==> config.mk <==
export PLATFORM = sky130hd
export DESIGN_NAME = wiper_serial_ctrl
export DESIGN_NICKNAME = d
export VERILOG_FILES = /design/src/rtl/wsc_pkg.sv /design/src/rtl/wsc_sync_vec.sv /design/src/rtl/wsc_edge_det.sv /design/src/rtl/wsc_shift_core.sv /design/src/rtl/wsc_wiper_latch.sv /design/src/rtl/wiper_serial_ctrl.sv
export SDC_FILE = /design/constraint.sdc
export NUM_CORES = 1
export LEC_CHECK = 0
export CORE_UTILIZATION = 30
export CTS_BUF_LIST = sky130_fd_sc_hd__clkbuf_8
export DETAILED_ROUTE_END_ITERATION = 8
export PLACE_DENSITY_LB_ADDON = 0.15
export RECOVER_POWER = 25
export SLEW_MARGIN = 5
export SYNTH_ARGS = -nofsm -noshare
export SYNTH_HDL_FRONTEND = slang
export SYNTH_HIERARCHICAL = 1
export SYNTH_SLANG_ARGS = --single-unit
==> constraint.sdc <==
create_clock -name clk -period 2.4 [get_ports clk]
set_clock_uncertainty 0.1 [all_clocks]
set_input_delay 0.36 -clock clk [delete_from_list [all_inputs] [get_ports clk]]
set_output_delay 0.36 -clock clk [all_outputs]
set_load 0.05 [all_outputs]
==> src/rtl/wsc_pkg.sv <==
package wsc_pkg;
    localparam int unsigned DEF_WORD_W      = 8;
    localparam int unsigned DEF_SYNC_STAGES = 2;
    localparam int unsigned N_SER_IN        = 3;
    localparam int unsigned IX_SCLK         = 0;
    localparam int unsigned IX_SDI          = 1;
    localparam int unsigned IX_CSN          = 2;
    // idle levels per index: csn high, sdi low, sclk low
    localparam logic [N_SER_IN-1:0] SER_IDLE = 3'b100;
endpackage

==> src/rtl/wsc_sync_vec.sv <==
module wsc_sync_vec #(
    parameter int unsigned N      = 3,
    parameter int unsigned STAGES = 2,
    parameter logic [N-1:0] IDLE  = '0
) (
    input  logic         clk,
    input  logic         rst_n,
    input  logic [N-1:0] async_i,
    output logic [N-1:0] level_o
);
    for (genvar gi = 0; gi < N; gi++) begin : g_bit
        typedef struct packed {
            logic [STAGES-1:0] chain;
        } sync_st_t;

        sync_st_t st_d, st_q;

        always_comb begin
            st_d = st_q;
            st_d.chain = {st_q.chain[STAGES-2:0], async_i[gi]};
        end

        always_ff @(posedge clk or negedge rst_n) begin
            if (!rst_n) begin
                st_q.chain <= {STAGES{IDLE[gi]}};
            end else begin
                st_q <= st_d;
            end
        end

        assign level_o[gi] = st_q.chain[STAGES-1];
    end
endmodule

==> src/rtl/wsc_edge_det.sv <==
module wsc_edge_det #(
    parameter int unsigned N     = 2,
    parameter logic [N-1:0] IDLE = '0
) (
    input  logic         clk,
    input  logic         rst_n,
    input  logic [N-1:0] level_i,
    output logic [N-1:0] rise_o,
    output logic [N-1:0] fall_o
);
    typedef struct packed {
        logic [N-1:0] prev;
    } edge_st_t;

    edge_st_t st_d, st_q;

    always_comb begin
        st_d      = st_q;
        st_d.prev = level_i;
    end

    always_ff @(posedge clk or negedge rst_n) begin
        if (!rst_n) begin
            st_q.prev <= IDLE;
        end else begin
            st_q <= st_d;
        end
    end

    assign rise_o = level_i & ~st_q.prev;
    assign fall_o = ~level_i & st_q.prev;
endmodule

==> src/rtl/wsc_shift_core.sv <==
module wsc_shift_core #(
    parameter int unsigned WORD_W = 8
) (
    input  logic              clk,
    input  logic              rst_n,
    input  logic              shift_i,
    input  logic              out_update_i,
    input  logic              sdi_i,
    output logic [WORD_W-1:0] word_next_o,
    output logic              out_bit_o
);
    typedef struct packed {
        logic [WORD_W-1:0] word;
        logic              out_bit;
    } shift_st_t;

    shift_st_t st_d, st_q;

    always_comb begin
        st_d = st_q;
        if (shift_i) begin
            st_d.word = {st_q.word[WORD_W-2:0], sdi_i};
        end
        // present the bit that the next rise will push out
        if (out_update_i) begin
            st_d.out_bit = st_q.word[WORD_W-1];
        end
    end

    always_ff @(posedge clk or negedge rst_n) begin
        if (!rst_n) begin
            st_q.word    <= '0;
            st_q.out_bit <= 1'b1;
        end else begin
            st_q <= st_d;
        end
    end

    assign word_next_o = st_d.word;
    assign out_bit_o   = st_q.out_bit;
endmodule

==> src/rtl/wsc_wiper_latch.sv <==
module wsc_wiper_latch #(
    parameter int unsigned WORD_W         = 8,
    parameter logic [WORD_W-1:0] PRESET   = '0
) (
    input  logic              clk,
    input  logic              rst_n,
    input  logic              commit_i,
    input  logic [WORD_W-1:0] value_i,
    output logic [WORD_W-1:0] wiper_o,
    output logic              strobe_o
);
    typedef struct packed {
        logic [WORD_W-1:0] wiper;
        logic              strobe;
    } latch_st_t;

    latch_st_t st_d, st_q;

    always_comb begin
        st_d        = st_q;
        st_d.strobe = commit_i;
        if (commit_i) begin
            st_d.wiper = value_i;
        end
    end

    always_ff @(posedge clk or negedge rst_n) begin
        if (!rst_n) begin
            st_q.wiper  <= PRESET;
            st_q.strobe <= 1'b0;
        end else begin
            st_q <= st_d;
        end
    end

    assign wiper_o  = st_q.wiper;
    assign strobe_o = st_q.strobe;
endmodule

==> src/rtl/wiper_serial_ctrl.sv <==
module wiper_serial_ctrl #(
    parameter int unsigned WORD_W      = wsc_pkg::DEF_WORD_W,
    parameter int unsigned SYNC_STAGES = wsc_pkg::DEF_SYNC_STAGES
) (
    input  logic              clk,
    input  logic              rst_n,
    input  logic              sclk_i,
    input  logic              sdi_i,
    input  logic              csn_i,
    output logic              sdo_pull_low_o,
    output logic [WORD_W-1:0] wiper_o,
    output logic              load_strobe_o
);
    import wsc_pkg::*;

    localparam logic [WORD_W-1:0] MIDSCALE = WORD_W'(1) << (WORD_W - 1);
    localparam int unsigned       N_EDGE   = 2;
    // edge vector: bit 0 serial clock, bit 1 chip select
    localparam logic [N_EDGE-1:0] EDGE_IDLE = {SER_IDLE[IX_CSN], SER_IDLE[IX_SCLK]};

    logic [N_SER_IN-1:0] raw_in, sync_lvl;
    logic [N_EDGE-1:0]   edge_lvl, edge_rise, edge_fall;
    logic                sclk_rise, sclk_fall, cs_rise, cs_fall;
    logic                csn_lvl, cs_was_low, cs_low_now;
    logic                do_shift, do_out_update;
    logic [WORD_W-1:0]   word_next;
    logic                out_bit;

    always_comb begin
        raw_in           = '0;
        raw_in[IX_SCLK]  = sclk_i;
        raw_in[IX_SDI]   = sdi_i;
        raw_in[IX_CSN]   = csn_i;
    end

    wsc_sync_vec #(
        .N      (N_SER_IN),
        .STAGES (SYNC_STAGES),
        .IDLE   (SER_IDLE)
    ) u_sync (
        .clk     (clk),
        .rst_n   (rst_n),
        .async_i (raw_in),
        .level_o (sync_lvl)
    );

    assign edge_lvl = {sync_lvl[IX_CSN], sync_lvl[IX_SCLK]};

    wsc_edge_det #(
        .N    (N_EDGE),
        .IDLE (EDGE_IDLE)
    ) u_edge (
        .clk     (clk),
        .rst_n   (rst_n),
        .level_i (edge_lvl),
        .rise_o  (edge_rise),
        .fall_o  (edge_fall)
    );

    assign sclk_rise  = edge_rise[0];
    assign sclk_fall  = edge_fall[0];
    assign cs_rise    = edge_rise[1];
    assign cs_fall    = edge_fall[1];
    assign csn_lvl    = sync_lvl[IX_CSN];
    assign cs_low_now = ~csn_lvl;
    // chip select level one cycle back, rebuilt from level and edges
    assign cs_was_low = (cs_low_now & ~cs_fall) | cs_rise;

    // a rise in the cycle that chip select rises still counts as in-window
    assign do_shift      = sclk_rise & cs_was_low;
    assign do_out_update = cs_fall | (sclk_fall & cs_low_now);

    wsc_shift_core #(
        .WORD_W (WORD_W)
    ) u_shift (
        .clk          (clk),
        .rst_n        (rst_n),
        .shift_i      (do_shift),
        .out_update_i (do_out_update),
        .sdi_i        (sync_lvl[IX_SDI]),
        .word_next_o  (word_next),
        .out_bit_o    (out_bit)
    );

    wsc_wiper_latch #(
        .WORD_W (WORD_W),
        .PRESET (MIDSCALE)
    ) u_latch (
        .clk      (clk),
        .rst_n    (rst_n),
        .commit_i (cs_rise),
        .value_i  (word_next),
        .wiper_o  (wiper_o),
        .strobe_o (load_strobe_o)
    );

    assign sdo_pull_low_o = cs_low_now & ~out_bit;
endmodule

# Word-level counts from Yosys, hierarchy flattened

Index checks and enable logic that the tools add are counted.
Widths: inputs -> output; s select.

Flip-flop bits (word level): 26
Output and inout bits: 10
Logic and storage cells: 22
Input bits: 5

Bitwise operators: 13
Muxes and demuxes: 1

Operators with widths:

| kind        | number |
|---|---|
| $mux 8      | 1 |
| $and 1x1->1 | 4 |
| $and 2x2->2 | 2 |
| $not 2->2   | 2 |
| $not 1->1   | 3 |
| $or 1x1->1  | 2 |

# Logic depth before layout (Yosys ltp)

Gate-level depths: netlist of the first run.

Depth after elaboration: 7
Gate-level depth with buffers: 7
Mapped depth without buffers: 5

# Modules after synthesis

Netlist of the first run, hierarchy kept.

By module, submodules not included:

| module            | cells each | times used | area an instance (um^2) | seq. area each (um^2) |
|---|---|---|---|---|
| wsc_shift_core    | 19         | 1          | 369.1                   | 226.5 |
| wsc_wiper_latch   | 18         | 1          | 357.8                   | 226.5 |
| wsc_sync_vec      | 9          | 1          | 175.2                   | 152.6 |
| wsc_edge_det      | 6          | 1          | 86.3                    | 51.3 |
| wiper_serial_ctrl | 5          | 1          | 26.3                    | 0.0 |

# Least setup slack after synthesis of the first run

Ideal clock, no wire load.

Path type: register to register
From: reg u_sync/g_bit[2].st_q[1] (netlist name)
To: reg u_latch.st_q (netlist bit u_latch/wiper_o[0])
Slack: 0.453 ns
Data required time: 2.175 ns
Buffers on the path: 2
Arrival: 1.722 ns
Clock period less this slack: 1.947 ns
Stages on the path, launching flop included: 8
Setup time: 0.125 ns
Path through: dfstp_2 > buf_4 > and2b_2 > nor2_1 > o21a_1 > buf_6 > mux2_4 > mux2_4

Longest elaborated chain between the ends: 7
Elaborated cells on any way between the ends: 9
Classes of those cells: mux: 1; bitwise: 8

Ends and longest elaborated chain:

| item                   | RTL line                | RTL |
|---|---|---|
| start, declared        | wsc_sync_vec.sv:16      | `sync_st_t st_d, st_q;` |
| start signal, assigned | wsc_sync_vec.sv:27      | `st_q <= st_d;` |
| $not 2->2              | wsc_edge_det.sv:31      | `assign fall_o = ~level_i & st_q.prev;` |
| $and 2x2->2            | wsc_edge_det.sv:31      |  |
| net edge_fall[1]       | wiper_serial_ctrl.sv:22 | `logic [N_EDGE-1:0] edge_lvl, edge_rise, edge_fall;` |
| $not 1->1              | wiper_serial_ctrl.sv:67 | `assign cs_was_low = (cs_low_now & ~cs_fall) \| cs_rise;` |
| $and 1x1->1            | wiper_serial_ctrl.sv:67 |  |
| $or 1x1->1             | wiper_serial_ctrl.sv:67 |  |
| $and 1x1->1            | wiper_serial_ctrl.sv:70 | `assign do_shift = sclk_rise & cs_was_low;` |
| net do_shift           | wiper_serial_ctrl.sv:25 | `logic do_shift, do_out_update;` |
| $mux 8                 | wsc_shift_core.sv:21    | `if (shift_i) begin` |
| net word_next[0]       | wiper_serial_ctrl.sv:26 | `logic [WORD_W-1:0] word_next;` |
| end signal, assigned   | wsc_wiper_latch.sv:32   | `st_q <= st_d;` |
| end, declared          | wsc_wiper_latch.sv:17   | `latch_st_t st_d, st_q;` |

The timed path passes the listed nets, and every way through them passes these cells.
A chain may end at the register's enable or synchronous reset.

# Final worst setup path of the first run

From: reg u_sync/g_bit[2].st_q[1] (netlist name)
To: out sdo_pull_low_o

Longest elaborated chain between the ends: 2

Ends and longest elaborated chain:

| item          | RTL line                | RTL |
|---|---|---|
| $not 1->1     | wiper_serial_ctrl.sv:65 | `assign cs_low_now = ~csn_lvl;` |
| $and 1x1->1   | wiper_serial_ctrl.sv:97 | `assign sdo_pull_low_o = cs_low_now & ~out_bit;` |
| end, declared | wiper_serial_ctrl.sv:10 | `output logic sdo_pull_low_o,` |

No other way between the ends.

==> results of run 1 <==
## power groups by stage
stage | combinational [W] | sequential (W) | clock (W)
floorplan | 0.000239 | 0.000869 | 0
global placement | 0.000621 | 0.000669 | 0
detailed placement | 0.000622 | 0.000666 | 0
CTS | 0.000626 | 0.000660 | 0.000290
global route | 0.000649 | 0.000676 | 0.000304
finish | 0.000618 | 0.000657 | 0.000271
## worst register-to-register path: cells and delay by family, from the launching register on
family	cells	cell delay, ns
buf+inv	1	0.19
simple gates	2	0.35
compound gates	1	0.11
mux	2	0.58
flops	1	0.60
## per-layer routing
layer / vias up / global-route usage, % / wire (um)
met1: 218 / 12.07 / 652
li1: 219 / - / -
met4: 0 / 4.983 / 24
met2: 10 / 13.03 / 632
met5: - / 0 / 0
met3: 4 / 2.597 / 50
## final timing paths
path	slack, ns	from	to
max	0.31	u_sync/g_bit[2].st_q[1]$_DFF_PN1_	sdo_pull_low_o
min	0.25	u_sync/g_bit[0].st_q[0]$_DFF_PN0_	u_sync/g_bit[0].st_q[1]$_DFF_PN0_
max reg2reg	0.37	u_sync/g_bit[2].st_q[1]$_DFF_PN1_	u_latch/wiper_o[3]$_DFFE_PN0P_
min reg2reg	0.25	u_sync/g_bit[0].st_q[0]$_DFF_PN0_	u_sync/g_bit[0].st_q[1]$_DFF_PN0_
max in group asynchronous	0.58	rst_n	u_shift/st_q[3]$_DFF_PN0_
min in group asynchronous	0.82	rst_n	u_latch/strobe_o$_DFF_PN0_
## cell usage after synthesis
cell type  count  area [um^2]
dfrtp_1       21        525.5
mux2_4        16        240.2
dfstp_2        5        131.4
and2b_2        4        35.03
buf_4          3        22.52
buf_6          2        22.52
nor2_1         2        7.510
a21o_1         1        7.510
inv_1          1        3.750
mux2_2         1        11.26
o21a_1         1        7.510
## sequential cells by signal (all words and copies together) (netlist names)
register and cells:
u_edge/st_q 2, u_latch/wiper_o 8, u_shift/out_bit_o 1, u_latch/strobe_o 1, u_shift/st_q 8, u_sync/g_bit.st_q 6
## cell families (layout without fill, tap and decap cells)
group                  after synthesis  in the layout  share of synthesized area [%]
DFF                                 26             26                          64.73
muxes                               17             17                          24.78
buffers and inverters                6             22                          4.808
AOI/OAI and AO/OA                    2              2                          1.480
and+or+nand+nor                      6              6                          4.192
## stage by stage
| step | util, % | worst slack (ns) | total power (W) | area (um^2) | hold WS (ns) |
|---|---|---|---|---|---|
| after floorplan | - | 0.4534 | 0.001109 | 1015 | -0.03559 |
| after global placement | 37.96 | 0.4229 | 0.001290 | 1187 | 0.2362 |
| after detailed placement | 37.96 | 0.4127 | 0.001288 | 1187 | 0.2347 |
| after CTS | 39.72 | 0.3331 | 0.001576 | 1242 | 0.2550 |
| after global routing | 39.60 | 0.2562 | 0.001629 | 1239 | 0.2626 |
| final | 39.60 | 0.3119 | 0.001546 | 1239 | 0.2523 |
## cell type report
type,instances,share of cell area [%]
Clock buffer,4,4.444
Sequential cell,26,53.03
Inverter,1,0.3030
Tap cell,44,4.444
Multi-Input combinational cell,25,24.95
Timing Repair Buffer,17,12.83
==> out/qor.yml, run 1 <==
power_and_ir_drop:
  power_frac_comb_pct: 40.0
  sequentialPowerShare_pct: 42.5
  p_int_w: 0.001019
  clkPwrFrac_pct: 17.5
  ir_drop_mv: 0.4413
  p_leak_nw: 0.5636
  power.switching_w: 0.0005273
  powerDensity_nw_per_um2: 1248
  switching_share_pct: 34.11
logic_synthesis:
  syn-cell-area_um2: 1015
  syn_nets: 62
  yosysUniqueCellTypes: 11
  synth-warning-count: 6
  ys_ff_latch: 26
  yosysSeqAreaShare_pct: 64.73
  synth.avg_cell_area_um2: 17.80
  syn_inst: 57
die:
  die_x_um: 60.16
  core-area_um2: 3128
  ios: 15
  die_h_um: 60.16
  num_rows: 20
  die-area_um2: 3619
  start_util_pct: 32.44
setup_path:
  cp_max_fo: 6
  cp_data_required_time_ns: 1.94
  cp_slowest_cell: "clkdlybuf4s50_1"
  crit_type: "reg2out"
  cp-start-kind: "flop"
  arrival_ns: 1.63
  critPathTopFamily: "buffers and inverters"
  cp-end-kind: "output port"
  rr_worst_depth: 6
  cp_cell_sequence: "nor2_1 -> clkdlybuf4s50_1"
  max_stage_delay_ns: 0.70
  cp.depth: 2
  worst-path-buf-inv: 1
drt:
  wl_um: 1360
  ant_nets: 0
  vias: 451
  drt_iter0_drc: 0
  routed_via_density: 3.855
  drt_first_pass_iters: 1
  drc: 0
  detail_route.wl_per_cell_um: 11.62
layout:
  multi_input_area_um2: 309.0
  nets: 79
  drive_gt1_share_pct: 42.47
  antenna_cells: 0
  seqCellArea_um2: 656.9
  final_cell_mix: "dfrtp_1 (21), mux2_4 (16), clkdlybuf4s50_1 (10)"
  final.fill_count: 298
  instances_no_fill: 117
  syn_to_final_growth_pct: 22.07
  final_common_cell: "dfrtp_1"
timing:
  rsz0062_at_grt: "false"
  tns_ns: 0
  clock.fmax_mhz: 478.9
  max_slew_margin_pct: 9.656
  setup_viol: 0
  finalMaxSlewViolations: 0
  finalHoldViolCount: 0
  fin_crit_sh_pct: 87.00
  period_minus_slack_ns: 2.088
  worstMarginPinSlew_ns: 1.355
cts:
  holdBufCountCts: 0
  cts.clk_slew.worst_paths_ns: 0.08
  cts_buffer_depth: 2
  cts_tree: "yes"
  cts_setup_buffers: 0
  worstSkewPairLatency_ns: 0.26
  cts_made_buffers: 3
  cts_resized: 0
  clock-sinks: 26
  h-tree-depth: 1
  cts_root_buf: "clkbuf_8"
grt:
  grt_first_pass_wirelength_um: 2249
  grt_max_degree: 27
  grt.overflow.total: 0
  grt_pass1_vias: 487
  antenna_found_initial: 0
  globalRouteTotalUtil_pct: 9.033
placement:
  place_hpwl_um: 873
  io_buffers: 14
  place_inst: 113
  gp_congestion: 0.7012
hold_path:
  whs_path_depth: 0
  min-delay-path-class: "reg2reg"
status:
  status: "finished, final reports clean"
job:
  maxCapViolations: 0
Note: power is estimated with default switching activity, not from simulation.
==> run 2, diff against run 1 <==
Settings changed: CORE_MARGIN set to 8, CORE_UTILIZATION 30 to 35.
==> run 2 against run 1 <==
Effect of this change:
- via count up 0.22%
- count of clock-buffer cells in the layout down 1
- clock power up 31%
- first-iteration DRC count up 10
- sequential power about the same
- flip-flop and latch count unchanged
- non-clock buffer count unchanged
- critical endpoint unchanged
==> out/qor.yml, run 2 (synthesis gave the netlist of run 1 again) <==
timing:
  fin_crit_sh_pct: 87.24
  worstMarginPinSlew_ns: 1.349
  setup_viol: 0
  rsz0062_at_grt: "false"
  period_minus_slack_ns: 2.094
  max_slew_margin_pct: 10.07
  tns_ns: 0
  finalHoldViolCount: 0
  clock.fmax_mhz: 477.6
  timing.final.ws_setup_ns: 0.3063
  finalMaxSlewViolations: 0
layout:
  nets: 79
  final_common_cell: "dfrtp_1"
  final_cell_mix: "dfrtp_1 (21), mux2_4 (16), clkdlybuf4s50_1 (10)"
  syn_to_final_growth_pct: 22.07
  final.fill_count: 252
  drive_gt1_share_pct: 42.47
  antenna_cells: 0
power_and_ir_drop:
  ir_drop_mv: 0.7224
  powerDensity_nw_per_um2: 1317
  p_leak_nw: 0.5705
cts:
  cts_resized: 0
  cts_root_buf: "clkbuf_8"
  worstSkewPairLatency_ns: 0.27
  cts_setup_buffers: 0
  h-tree-depth: 1
  cts_made_buffers: 3
  cts.clk_slew.worst_paths_ns: 0.09
  cts_tree: "yes"
  holdBufCountCts: 0
  clock-sinks: 26
  cts_buffer_depth: 2
status:
  status: "finished, final reports clean"
setup_path:
  crit_type: "reg2out"
  cp_cell_sequence: "nor2_1 -> clkdlybuf4s50_1"
  cp_slowest_cell: "clkdlybuf4s50_1"
  cp_data_required_time_ns: 1.94
  worst-path-buf-inv: 1
  cp-start-kind: "flop"
  cp-end-kind: "output port"
  max_stage_delay_ns: 0.70
  arrival_ns: 1.63
  cp_max_fo: 6
  critPathTopFamily: "buffers and inverters"
grt:
  grt_first_pass_wirelength_um: 2401
  globalRouteTotalUtil_pct: 6.179
  grt_max_degree: 27
  grt.overflow.total: 0
  antenna_found_initial: 0
  grt_pass1_vias: 514
die:
  core-area_um2: 2758
  die_x_um: 69.85
  ios: 15
  die-area_um2: 4878
  die_h_um: 69.85
  start_util_pct: 36.80
  num_rows: 19
drt:
  ant_nets: 0
  detail_route.wl_per_cell_um: 13.52
  drc: 0
  vias: 452
  wl_um: 1406
  drt_iter0_drc: 10
  drt_first_pass_iters: 2
  routed_via_density: 4.346
job:
  maxCapViolations: 0
placement:
  io_buffers: 14
  place_ws_ns: 0.4199
  gp_congestion: 0.7756
  place_hpwl_um: 953.6
hold_path:
  min-delay-path-class: "reg2reg"
[run 2: cell types whose count changed in the layout (fill, tap and decap cells not counted)]
cell,previous run,this run
bufinv_16,0,1
clkbuf_8,4,3
[run 2: per-stage QoR]
stage	util, %	hold WS, ns	instances	cell area [um^2]	total power, W
floorplan	-	-0.03559	57	1015	0.001109
global placement	42.47	0.2315	100	1171	0.001295
detailed placement	42.47	0.2355	100	1171	0.001294
CTS	45.05	0.2568	104	1242	0.001662
global route	44.92	0.2625	104	1239	0.001712
finish	44.92	0.2549	104	1239	0.001632
[run 2: final timing paths]
| check | startpoint | slack [ns] | depth (start not counted) | to |
|---|---|---|---|---|
| setup / recovery | u_sync/g_bit[2].st_q[1]$_DFF_PN1_ | 0.31 | 2 | sdo_pull_low_o |
| hold / removal | u_sync/g_bit[1].st_q[0]$_DFF_PN0_ | 0.25 | 0 | u_sync/g_bit[1].st_q[1]$_DFF_PN0_ |
| setup reg to reg | u_sync/g_bit[2].st_q[1]$_DFF_PN1_ | 0.38 | 6 | u_latch/wiper_o[1]$_DFFE_PN0P_ |
| hold reg to reg | u_sync/g_bit[1].st_q[0]$_DFF_PN0_ | 0.25 | 0 | u_sync/g_bit[1].st_q[1]$_DFF_PN0_ |
| max in group asynchronous | rst_n | 0.60 | 2 | u_edge/st_q[0]$_DFF_PN0_ |
| min in group asynchronous | rst_n | 0.81 | 2 | u_latch/strobe_o$_DFF_PN0_ |
[run 2: cell type report]
class	instances	area, um^2	area share, %
Clock inverter	1	30.03	2.424
Inverter	1	3.754	0.3030
Multi-Input combinational cell	25	309.0	24.95
Timing Repair Buffer	17	158.9	12.83
Sequential cell	26	656.9	53.03
Clock buffer	3	41.29	3.333
Tap cell	31	38.79	3.131
[run 2: power by group]
group | total, W | switching (W) | internal (W)
registers | 0.000654 | 0.0000691 | 0.000585
clock network | 0.000356 | 0.000133 | 0.000223
logic | 0.000623 | 0.000335 | 0.000288
[run 2: worst register-to-register path, delay by kind of cell, from the launching register on]
kind	cells	cell delay [ns]
simple gates	2	0.35
compound gates	1	0.11
mux	2	0.59
flops	1	0.60
buf+inv	1	0.19
[run 2: per-layer routing]
layer / global-route usage (%) / wire length, um / up-vias
li1: - / - / 215
met4: 2.009 / 14 / 0
met2: 8.731 / 621 / 10
met1: 7.209 / 671 / 225
met5: 0 / 0 / -
met3: 4.292 / 99 / 2
